<file path="src/rtl/bsq_pkg.sv">
package bsq_pkg;
  typedef enum logic [1:0] {
    OP_IDLE = 2'd0,
    OP_LOAD = 2'd1,
    OP_STOP = 2'd2,
    OP_STEP = 2'd3
  } bsq_op_t;
endpackage

</file>
<file path="src/rtl/bsq_decode.sv">
module bsq_decode
  import bsq_pkg::*;
(
  input  logic    suspend,
  input  logic    adv_ld,
  input  logic    chip_sel,
  input  logic    active,
  output bsq_op_t op
);
  always_comb begin
    op = OP_IDLE;
    if (!suspend) begin
      if (!adv_ld) begin
        op = chip_sel ? OP_LOAD : OP_STOP;
      end else if (active) begin
        op = OP_STEP;
      end
    end
  end
endmodule

</file>
<file path="src/rtl/bsq_order.sv">
module bsq_order #(
  parameter int BEAT_W = 2
) (
  input  logic              interleave,
  input  logic [BEAT_W-1:0] start_lo,
  input  logic [BEAT_W-1:0] beat,
  output logic [BEAT_W-1:0] lo_out
);
  logic [BEAT_W-1:0] lin_lo;
  logic [BEAT_W-1:0] ilv_lo;

  always_comb begin
    lin_lo = start_lo + beat;
    ilv_lo = start_lo ^ beat;
    lo_out = interleave ? ilv_lo : lin_lo;
  end
endmodule

</file>
<file path="src/rtl/burst_addr_seq.sv">
module burst_addr_seq
  import bsq_pkg::*;
#(
  parameter int ADDR_W    = 17,
  parameter int BURST_LEN = 4
) (
  input  logic              clk,
  input  logic              rst_n,
  input  logic              suspend,
  input  logic              adv_ld,
  input  logic              chip_sel,
  input  logic              wr_in,
  input  logic              interleave,
  input  logic [ADDR_W-1:0] ext_addr,
  output logic [ADDR_W-1:0] word_addr,
  output logic              burst_act,
  output logic              wr_dir
);
  localparam int BEAT_W = $clog2(BURST_LEN);

  logic [ADDR_W-1:0] base_q, base_d;
  logic [BEAT_W-1:0] beat_q, beat_d;
  logic              act_q, act_d;
  logic              wr_q, wr_d;
  logic [BEAT_W-1:0] lo_sel;
  bsq_op_t           op;

  bsq_decode u_dec (
    .suspend  (suspend),
    .adv_ld   (adv_ld),
    .chip_sel (chip_sel),
    .active   (act_q),
    .op       (op)
  );

  bsq_order #(.BEAT_W(BEAT_W)) u_ord (
    .interleave (interleave),
    .start_lo   (base_q[BEAT_W-1:0]),
    .beat       (beat_q),
    .lo_out     (lo_sel)
  );

  // next-state
  always_comb begin
    base_d = base_q;
    beat_d = beat_q;
    act_d  = act_q;
    wr_d   = wr_q;
    unique case (op)
      OP_LOAD: begin
        base_d = ext_addr;
        beat_d = '0;
        act_d  = 1'b1;
        wr_d   = wr_in;
      end
      OP_STOP: begin
        beat_d = '0;
        act_d  = 1'b0;
      end
      OP_STEP: beat_d = beat_q + 1'b1;
      default: ;
    endcase
  end

  // registers
  always_ff @(posedge clk or negedge rst_n) begin
    if (!rst_n) begin
      base_q <= '0;
      beat_q <= '0;
      act_q  <= 1'b0;
      wr_q   <= 1'b0;
    end else begin
      base_q <= base_d;
      beat_q <= beat_d;
      act_q  <= act_d;
      wr_q   <= wr_d;
    end
  end

  assign word_addr = {base_q[ADDR_W-1:BEAT_W], lo_sel};
  assign burst_act = act_q;
  assign wr_dir    = wr_q;
endmodule

</file>
<file path="config.mk">
export PLATFORM = sky130hd
export DESIGN_NAME = burst_addr_seq
export DESIGN_NICKNAME = d
export VERILOG_FILES = /design/src/rtl/bsq_pkg.sv /design/src/rtl/bsq_decode.sv /design/src/rtl/bsq_order.sv /design/src/rtl/burst_addr_seq.sv
export SDC_FILE = /design/constraint.sdc
export NUM_CORES = 1
export LEC_CHECK = 0
export ABC_CLOCK_PERIOD_IN_PS = 1700
export BUFFER_PORTS_ARGS = -buffer_cell sky130_fd_sc_hd__buf_2
export CORE_MARGIN = 2
export CORE_UTILIZATION = 47
export CTS_CLUSTER_DIAMETER = 60
export DETAILED_ROUTE_END_ITERATION = 10
export PLACE_DENSITY = 0.85
export SYNTH_ARGS = -nofsm -noshare
export SYNTH_HDL_FRONTEND = slang
export SYNTH_HIERARCHICAL = 1
export SYNTH_SLANG_ARGS = --single-unit
</file>
<file path="constraint.sdc">
create_clock -name clk -period 1.7 [get_ports clk]
set_input_delay 0.085 -clock clk [delete_from_list [all_inputs] [get_ports clk]]
set_output_delay 0.085 -clock clk [all_outputs]
set_load 0.01 [all_outputs]
</file>
==> results of run 1 <==
-- path summary, 6_finish.rpt --
check                        endpoint  slack, ns  cells past startpoint
max                         base_q[5]       0.15                      5
min                         base_q[2]      0.009                      2
max reg2reg                 base_q[5]       0.15                      5
min reg2reg                 base_q[4]       0.51                      1
max in group asynchronous   base_q[2]       1.13                      2
min in group asynchronous  base_q[11]       0.26                      2
-- final cells by class --
type,count,area [µm²]
clock buffers,4,26.28
fillers,161,787.0
inverters,3,11.26
multi-input cells,39,407.9
flip-flops and latches,21,525.5
well taps,28,35.03
repair buffers,60,397.9
-- layout by cell type (no fill, tap or decap), drive strengths merged --
master	instances
dlygate4sd3	16
nand2	2
clkbuf	4
buf	44
mux2i	1
a21oi	2
nand2b	3
inv	3
or2	1
xnor2	2
ha	5
nor2b	2
mux2	18
o21ai	3
dfrtp	21
-- through the flow --
| step | hold slack (ns) | area [µm²] | std cells |
|---|---|---|---|
| 2_1_floorplan | -0.2106 | 1085 | 80 |
| 4_1_cts | 0.0009694 | 1270 | 142 |
| 3_3_place_gp | 0.05339 | 1214 | 135 |
| 6_report | 0.008701 | 1404 | 155 |
| 3_5_place_dp | 0.06177 | 1214 | 135 |
| 5_1_grt | 0.002423 | 1404 | 155 |
-- report_power, final --
part | internal [mW] | leakage (nW) | total (mW) | switching, mW
combinational | 0.336 | 0.434 | 0.570 | 0.234
sequential | 0.642 | 0.248 | 0.719 | 0.0775
clock | 0.0915 | 0.0150 | 0.237 | 0.145
total | 1.07 | 0.697 | 1.53 | 0.457
-- kinds of logic (layout without fill, tap and decap cells) --
family	after synthesis	after routing
fa+ha+maj	5	5
compound gates	5	5
mux	19	19
flops	21	21
buf+inv	20	67
simple gates	8	8
xor+xnor	2	2
-- what timing repair did --
| item | CTS | global route |
|---|---|---|
| gates resized for setup | 0 | 1 |
| hold endpoints to repair | 23 | 13 |
| buffers inserted | 0 | 0 |
| hold buffers | 3 | 13 |
| setup endpoints to repair | 0 | 3 |
-- worst reg2reg max path, stage by stage (launching register included) --
cell	delay [ns]
dfrtp_1	0.39
nand2_1	0.10
a21oi_2	0.19
ha_1	0.24
buf_4	0.19
mux2_2	0.34
-- flip-flops by register name (all words and copies together), names as in the netlist --
name / cells
base_q: 17
burst_act: 1
wr_dir: 1
beat_q: 2
-- per-layer routing --
layer | share of wire (%) | up-vias | track usage (%)
met5 | 0 | - | 0
met4 | 2.2 | 0 | 7.895
met3 | 8.5 | 5 | 4.310
met2 | 46 | 35 | 21.52
met1 | 43 | 333 | 17.74
li1 | - | 343 | -
==> results.cfg, run 1 <==
[outcome]
status = complete, no violations

[synthesis]
synth_cell_type_count = 17
yosysTopAreaCell = dfrtp_1
synth_flop_cell = dfrtp_1
syn_inst = 80
synthTopCellsByArea = dfrtp_1, mux2_4, buf_4
ys_seq_area_share_pct = 48.44
ys_ff_latch = 21
post_synth.cell_area_avg_um2 = 13.56
synth-simple-area-share_pct = 4.152
synth.most_common_cell = dfrtp_1
yosysWarnings = 6
synth.top_cells.by_count = dfrtp_1, buf_4, mux2_4
yosys.area_share.xor_xnor_pct = 1.615
synth_mux_area_share_pct = 23.07
synthArstFlopShare_pct = 100.0
synth_edf_count = 0
synth_top_area_share_pct = 48.44
syn_nets = 109
synthAdderAreaFrac_pct = 5.767
synth_compound_area_share_pct = 2.653
netlist_area_um2 = 1085
synth_top_family_by_area = multiplexers

[route]
viasPerCell = 4.619
route.detailed.wl_per_inst_um = 11.70
wl_mm = 1.813
drc_errors = 0
ant_nets = 0
drtIter0Drc = 1
dr.pass1.iters = 3
vias = 716

[cells_and_area]
nNetsFinal = 157
antenna_cells = 0
drive_gt1_share_pct = 52.76
post-route-util_pct = 64.08
area_growth_pct = 29.41

[clocking]
htreeDepth = 1
cts_sinks = 21
cts_tree = built
numCtsBuffers = 3
cts_buffer_depth = 2
worstSkewPairLatency_ns = 0.30
clk_pin_slew_ns = 0.11
root_buffer = clkbuf_4

[setup_path]
crit_slowest_cell = dfrtp_1
worst-setup-path-type = reg2reg
worstSetupEndpointType = register
cp-start-kind = register
crit-reg2reg-launch = burst_act
required_ns = 1.90
cp_num_buf_inv = 1
arrival_ns = 1.75
crit_family = flip-flops
startpoint = burst_act
crit_path_max_incr_delay_ns = 0.39
worstPathMaxFanout = 7
path_cells = nand2_1 > a21oi_2 > ha_1 > buf_4 > mux2_2

[timing]
period_needed_ns = 1.552
fmax_mhz = 644.5
setup_slack_ns = 0.1484
hold_violations = 0
grt_setup_unrepaired = no
tns_ns = 0
setup_violations = 0
tightest_slew_ns = 0.4471
slew_viol_final = 0
timing.slew.headroom_pct = 70.20
fin_skew_ns = 0.001338
timing.final.crit_share_pct = 91.27

[grt]
grt_max_degree = 22
grt_use_total_pct = 14.15
gr-total-overflow = 0
grt_pass1_wl_mm = 2.766
antenna_found_initial = 0
first_global_vias = 638

[place]
numPortBuffers = 42
dp_hpwl_mm = 1.260
place_congestion = 0.5910
preCtsSetupSlack_ns = 0.1063

[worst_hold_path]
hold_class = in2reg
min_from = ext_addr[2]

[floorplan]
die_height_um = 52.04
die-area_um2 = 2708
start_util_pct = 49.51
rows = 17
coreArea_um2 = 2191
die_width_um = 52.04
io_pins = 43

[power]
p_leak_nw = 0.6972
vdd_ir_drop_max_mv = 0.7046
total_power_mw = 1.526
powerDensity_nw_per_um2 = 1087

[flow_run]
cap_violations = 0
No activity file was read; power rests on OpenSTA's default activity.
==> inputs of run 2 (changes only) <==
--- a/config.mk
+++ b/config.mk
@@ -8,10 +8,10 @@
 export ABC_CLOCK_PERIOD_IN_PS = 1700
 export BUFFER_PORTS_ARGS = -buffer_cell sky130_fd_sc_hd__buf_2
 export CORE_MARGIN = 2
-export CORE_UTILIZATION = 47
+export CORE_UTILIZATION = 40
 export CTS_CLUSTER_DIAMETER = 60
 export DETAILED_ROUTE_END_ITERATION = 10
-export PLACE_DENSITY = 0.85
+export PLACE_DENSITY = 0.75
 export SYNTH_ARGS = -nofsm -noshare
 export SYNTH_HDL_FRONTEND = slang
 export SYNTH_HIERARCHICAL = 1
==> results.cfg, run 2 (synthesis gave the netlist of run 1 again) <==
[clocking]
root_buffer = clkbuf_4
cts_tree = built
cts_sinks = 21
cts_setup_buffers = 0
htreeDepth = 1
cts_buffer_depth = 2
numCtsBuffers = 3
worstSkewPairLatency_ns = 0.30
clk_pin_slew_ns = 0.12

[grt]
grt_max_degree = 22
grt_use_total_pct = 12.00
first_global_vias = 671
gr-total-overflow = 0
antenna_found_initial = 0
grt_pass1_wl_mm = 2.939

[floorplan]
io_pins = 43
start_util_pct = 43.01
die_width_um = 56.08
die_height_um = 56.08
rows = 18
coreArea_um2 = 2522
die-area_um2 = 3144

[timing]
period_needed_ns = 1.579
setup_violations = 0
fin_skew_ns = 0.007001
timing.slew.headroom_pct = 69.90
grt_setup_unrepaired = no
setup_slack_ns = 0.1213
timing.final.crit_share_pct = 92.87
hold_violations = 0
slew_viol_final = 0
tns_ns = 0
tightest_slew_ns = 0.4515
fmax_mhz = 633.4

[setup_path]
arrival_ns = 1.77
crit_family = flip-flops
cp_num_buf_inv = 2
worstSetupEndpointType = register
required_ns = 1.89
crit_path_max_incr_delay_ns = 0.39
worst-setup-path-type = reg2reg
r2r_end = base_q[16]
crit_slowest_cell = dfrtp_1
crit-reg2reg-launch = burst_act
reg2regPathDepth = 6
cp-start-kind = register
path_cells = nand2_1 > a21oi_2 > inv_1 > ha_1 > buf_4 > mux2_4
r2r_setup_slack_ns = 0.12
worstPathMaxFanout = 7

[worst_hold_path]
hold_class = in2reg
holdPathEnd = base_q[8]
hold_path_depth = 2
min_from = ext_addr[8]

[cells_and_area]
largest_reg_flops = 17
nNetsFinal = 154
regMostFlops = base_q
reg.largest.list = base_q: 17 flops, beat_q: 2 flops
antenna_cells = 0
drive_gt1_share_pct = 54.03
layout_common_cells = buf_2, dfrtp_1, dlygate4sd3_1
fillers = 229
post-route-util_pct = 54.56
final_common_cell = buf_2
area_growth_pct = 26.87

[outcome]
status = complete, no violations

[route]
drtIter0Drc = 21
route.detailed.wl_per_inst_um = 11.76
dr.pass1.iters = 3
drc_errors = 0
viasPerCell = 4.383
vias = 675
wl_mm = 1.811
ant_nets = 0

[place]
place_congestion = 0.6527
dp_hpwl_mm = 1.309
numPortBuffers = 42
preCtsSetupSlack_ns = 0.09669

[power]
vdd_ir_drop_max_mv = 0.6284
total_power_mw = 1.519
p_leak_nw = 0.6847
powerDensity_nw_per_um2 = 1103

[flow_run]
cap_violations = 0
run 2: cell count changes in the layout (fill, tap and decap cells not counted):
cell and delta:
dlygate4sd3_1 -3
run 2: per-stage QoR:
step	instance area, µm²	std cells	hold WS [ns]
global placement	1216	137	0.05751
floorplan	1085	80	-0.2106
detailed placement	1216	137	0.06546
CTS	1303	147	0.0008675
global route	1376	154	0.001679
finish	1376	154	0.01819
run 2: timing repair:
item                                   4_1_cts  5_1_grt
setup endpoints to repair                    0        6
gates resized for setup                      0        1
hold buffers                                 6        7
endpoints found under the hold margin       26        7
run 2: where the power goes:
part           internal (mW)  switching, mW
combinational          0.332          0.234
clock                 0.0913          0.144
sequential             0.642         0.0758
run 2: layout make-up:
type / instances / area, µm² / area share [%]
sequential: 21 / 525.5 / 38.18
multi-input combinational: 39 / 407.9 / 29.64
timing repair buffer: 57 / 367.9 / 26.73
tap: 30 / 37.54 / 2.727
clock buffer: 4 / 26.28 / 1.909
inverter: 3 / 11.26 / 0.8182
run 2: how the worst max path moves through the flow:
stage	slack [ns]	cells after the start	to	from
4_1_cts	0.07	5	base_q[5]	burst_act
6_report	0.12	6	base_q[16]	burst_act
3_3_place_gp	0.17	5	base_q[8]	burst_act
5_1_grt	0.04	6	base_q[16]	burst_act
2_1_floorplan	0.13	7	base_q[0]	burst_act
3_5_place_dp	0.1	5	base_q[6]	burst_act
run 2: routing by layer:
layer,up-vias,GRT usage (%),wire [µm]
li1,339,-,-
met1,306,15.94,827
met2,30,18.49,849
met3,0,3.023,134
met4,0,5.102,0
met5,-,0,0
==> inputs of run 3 (changes only) <==
--- a/config.mk
+++ b/config.mk
@@ -5,13 +5,13 @@
 export SDC_FILE = /design/constraint.sdc
 export NUM_CORES = 1
 export LEC_CHECK = 0
-export ABC_CLOCK_PERIOD_IN_PS = 1700
+export ABC_CLOCK_PERIOD_IN_PS = 1300
 export BUFFER_PORTS_ARGS = -buffer_cell sky130_fd_sc_hd__buf_2
 export CORE_MARGIN = 2
 export CORE_UTILIZATION = 40
 export CTS_CLUSTER_DIAMETER = 60
 export DETAILED_ROUTE_END_ITERATION = 10
-export PLACE_DENSITY = 0.75
+export PLACE_DENSITY = 0.78
 export SYNTH_ARGS = -nofsm -noshare
 export SYNTH_HDL_FRONTEND = slang
 export SYNTH_HIERARCHICAL = 1
==> constraint.sdc (replaced) <==
create_clock -name clk -period 1.3 [get_ports clk]
set_input_delay 0.065 -clock clk [delete_from_list [all_inputs] [get_ports clk]]
set_output_delay 0.065 -clock clk [all_outputs]
set_load 0.01 [all_outputs]
==> results.cfg, run 3 (synthesis gave the netlist of run 1 again) <==
[grt]
grt_use_total_pct = 14.59
gr-usage-met2_pct = 28.07
use_met1_pct = 15.99
grt_pass1_wl_mm = 3.657
first_global_vias = 842
antenna_found_initial = 0
grt.busiest_layer = met2
grt_max_degree = 22
gr-total-overflow = 0
grt_use_met3_pct = 4.884

[setup_path]
endpoint = base_q[11]
r2r_end = base_q[11]
crit_path_max_incr_delay_ns = 0.38
worstSetupEndpointType = register
r2r_setup_slack_ns = -0.14
cp_num_buf_inv = 2
cp.depth = 6
required_ns = 1.50
crit-reg2reg-launch = burst_act
crit_slowest_cell = dfrtp_1
arrival_ns = 1.64
crit_family = flip-flops
worstPathMaxFanout = 6
reg2regPathDepth = 6
worst-setup-path-type = reg2reg
startpoint = burst_act
path_cells = nand2_2 > a21oi_2 > inv_2 > ha_4 > buf_12 > mux2_4
cp-start-kind = register

[flow_run]
cap_violations = 0

[worst_hold_path]
hold_class = in2async

[power]
total_power_mw = 2.141
p_leak_nw = 0.7715
vdd_ir_drop_max_mv = 1.088
powerDensity_nw_per_um2 = 1354

[place]
place_congestion = 0.6621
numPortBuffers = 42
preCtsSetupSlack_ns = -0.1342
dp_hpwl_mm = 1.417

[cells_and_area]
drive_gt1_share_pct = 60.00
regMostFlops = base_q
layout_common_cells = buf_2, dfrtp_1, dlygate4sd3_1
nNetsFinal = 170
post-route-util_pct = 62.70
final_common_cell = buf_2
fillers = 204
reg.largest.list = base_q: 17 flops, beat_q: 2 flops
largest_reg_flops = 17
area_growth_pct = 45.79
antenna_cells = 0

[timing]
grt_setup_unrepaired = yes
setup_violations = 22
tns_ns = -2.472
setup_slack_ns = -0.1390
timing.final.crit_share_pct = 110.7
hold_violations = 0
fin_skew_ns = 0.002016
period_needed_ns = 1.439
fmax_mhz = 694.9
slew_viol_final = 0
timing.slew.headroom_pct = 69.38
tightest_slew_ns = 0.4592

[route]
dr.pass1.iters = 2
wl_mm = 2.205
route.detailed.wl_per_inst_um = 12.97
ant_nets = 0
drc_errors = 0
viasPerCell = 4.571
drtIter0Drc = 6
vias = 777

[outcome]
status = finished with violations
violations = negative setup slack

[clocking]
worstSkewPairLatency_ns = 0.30
clk_pin_slew_ns = 0.12
cts_buffer_depth = 2
root_buffer = clkbuf_4
cts_sinks = 21
htreeDepth = 1
cts_tree = built
numCtsBuffers = 3

[floorplan]
die-area_um2 = 3144
rows = 18
die_width_um = 56.08
die_height_um = 56.08
io_pins = 43
start_util_pct = 43.01
coreArea_um2 = 2522
run 3: how the worst min path moves through the flow:
stage,from,to,slack (ns),depth (start not counted)
CTS,ext_addr[11],base_q[11],0.003,2
floorplan,rst_n,base_q[0],-0.23,0
global route,rst_n,base_q[0],0.27,2
finish,rst_n,base_q[12],0.24,2
detailed placement,rst_n,base_q[12],0.05,1
global placement,rst_n,base_q[13],0.04,1
run 3: per-stage QoR:
step                      hold slack, ns  std cells  cell area (µm²)
after global placement           0.03567        144             1277
after CTS                       0.002771        168             1560
after global routing              0.2672        170             1582
after detailed placement         0.04549        144             1277
after floorplan                  -0.2306         80             1094
final                             0.2450        170             1582
run 3: power by group:
group	total (mW)	switching [mW]	internal, mW
Combinational	0.886	0.352	0.534
Clock	0.310	0.195	0.115
Sequential	0.945	0.106	0.839
run 3: cell type report:
cell class	count	area [µm²]	share of cell area [%]
Multi-Input combinational cell	39	456.7	28.88
Inverter	3	11.26	0.7120
Clock buffer	3	22.52	1.424
Tap cell	30	37.54	2.373
Sequential cell	21	525.5	33.23
Clock inverter	1	5.005	0.3165
Timing Repair Buffer	73	523.0	33.07
run 3: metal layers:
layer | vias up | routed length, µm | share of wire (%)
met1 | 368 | 865 | 39
met4 | 0 | 0 | 0
met2 | 34 | 1178 | 53
met3 | 0 | 161 | 7.3
li1 | 375 | - | -
met5 | - | 0 | 0
run 3: repair_timing:
item,CTS,global route
endpoints found under the setup margin,22,22
gates resized for setup,10,2
pin swaps,5,2
gates cloned,1,0
buffers inserted,1,1
hold endpoints to repair,38,1
hold buffers,18,1
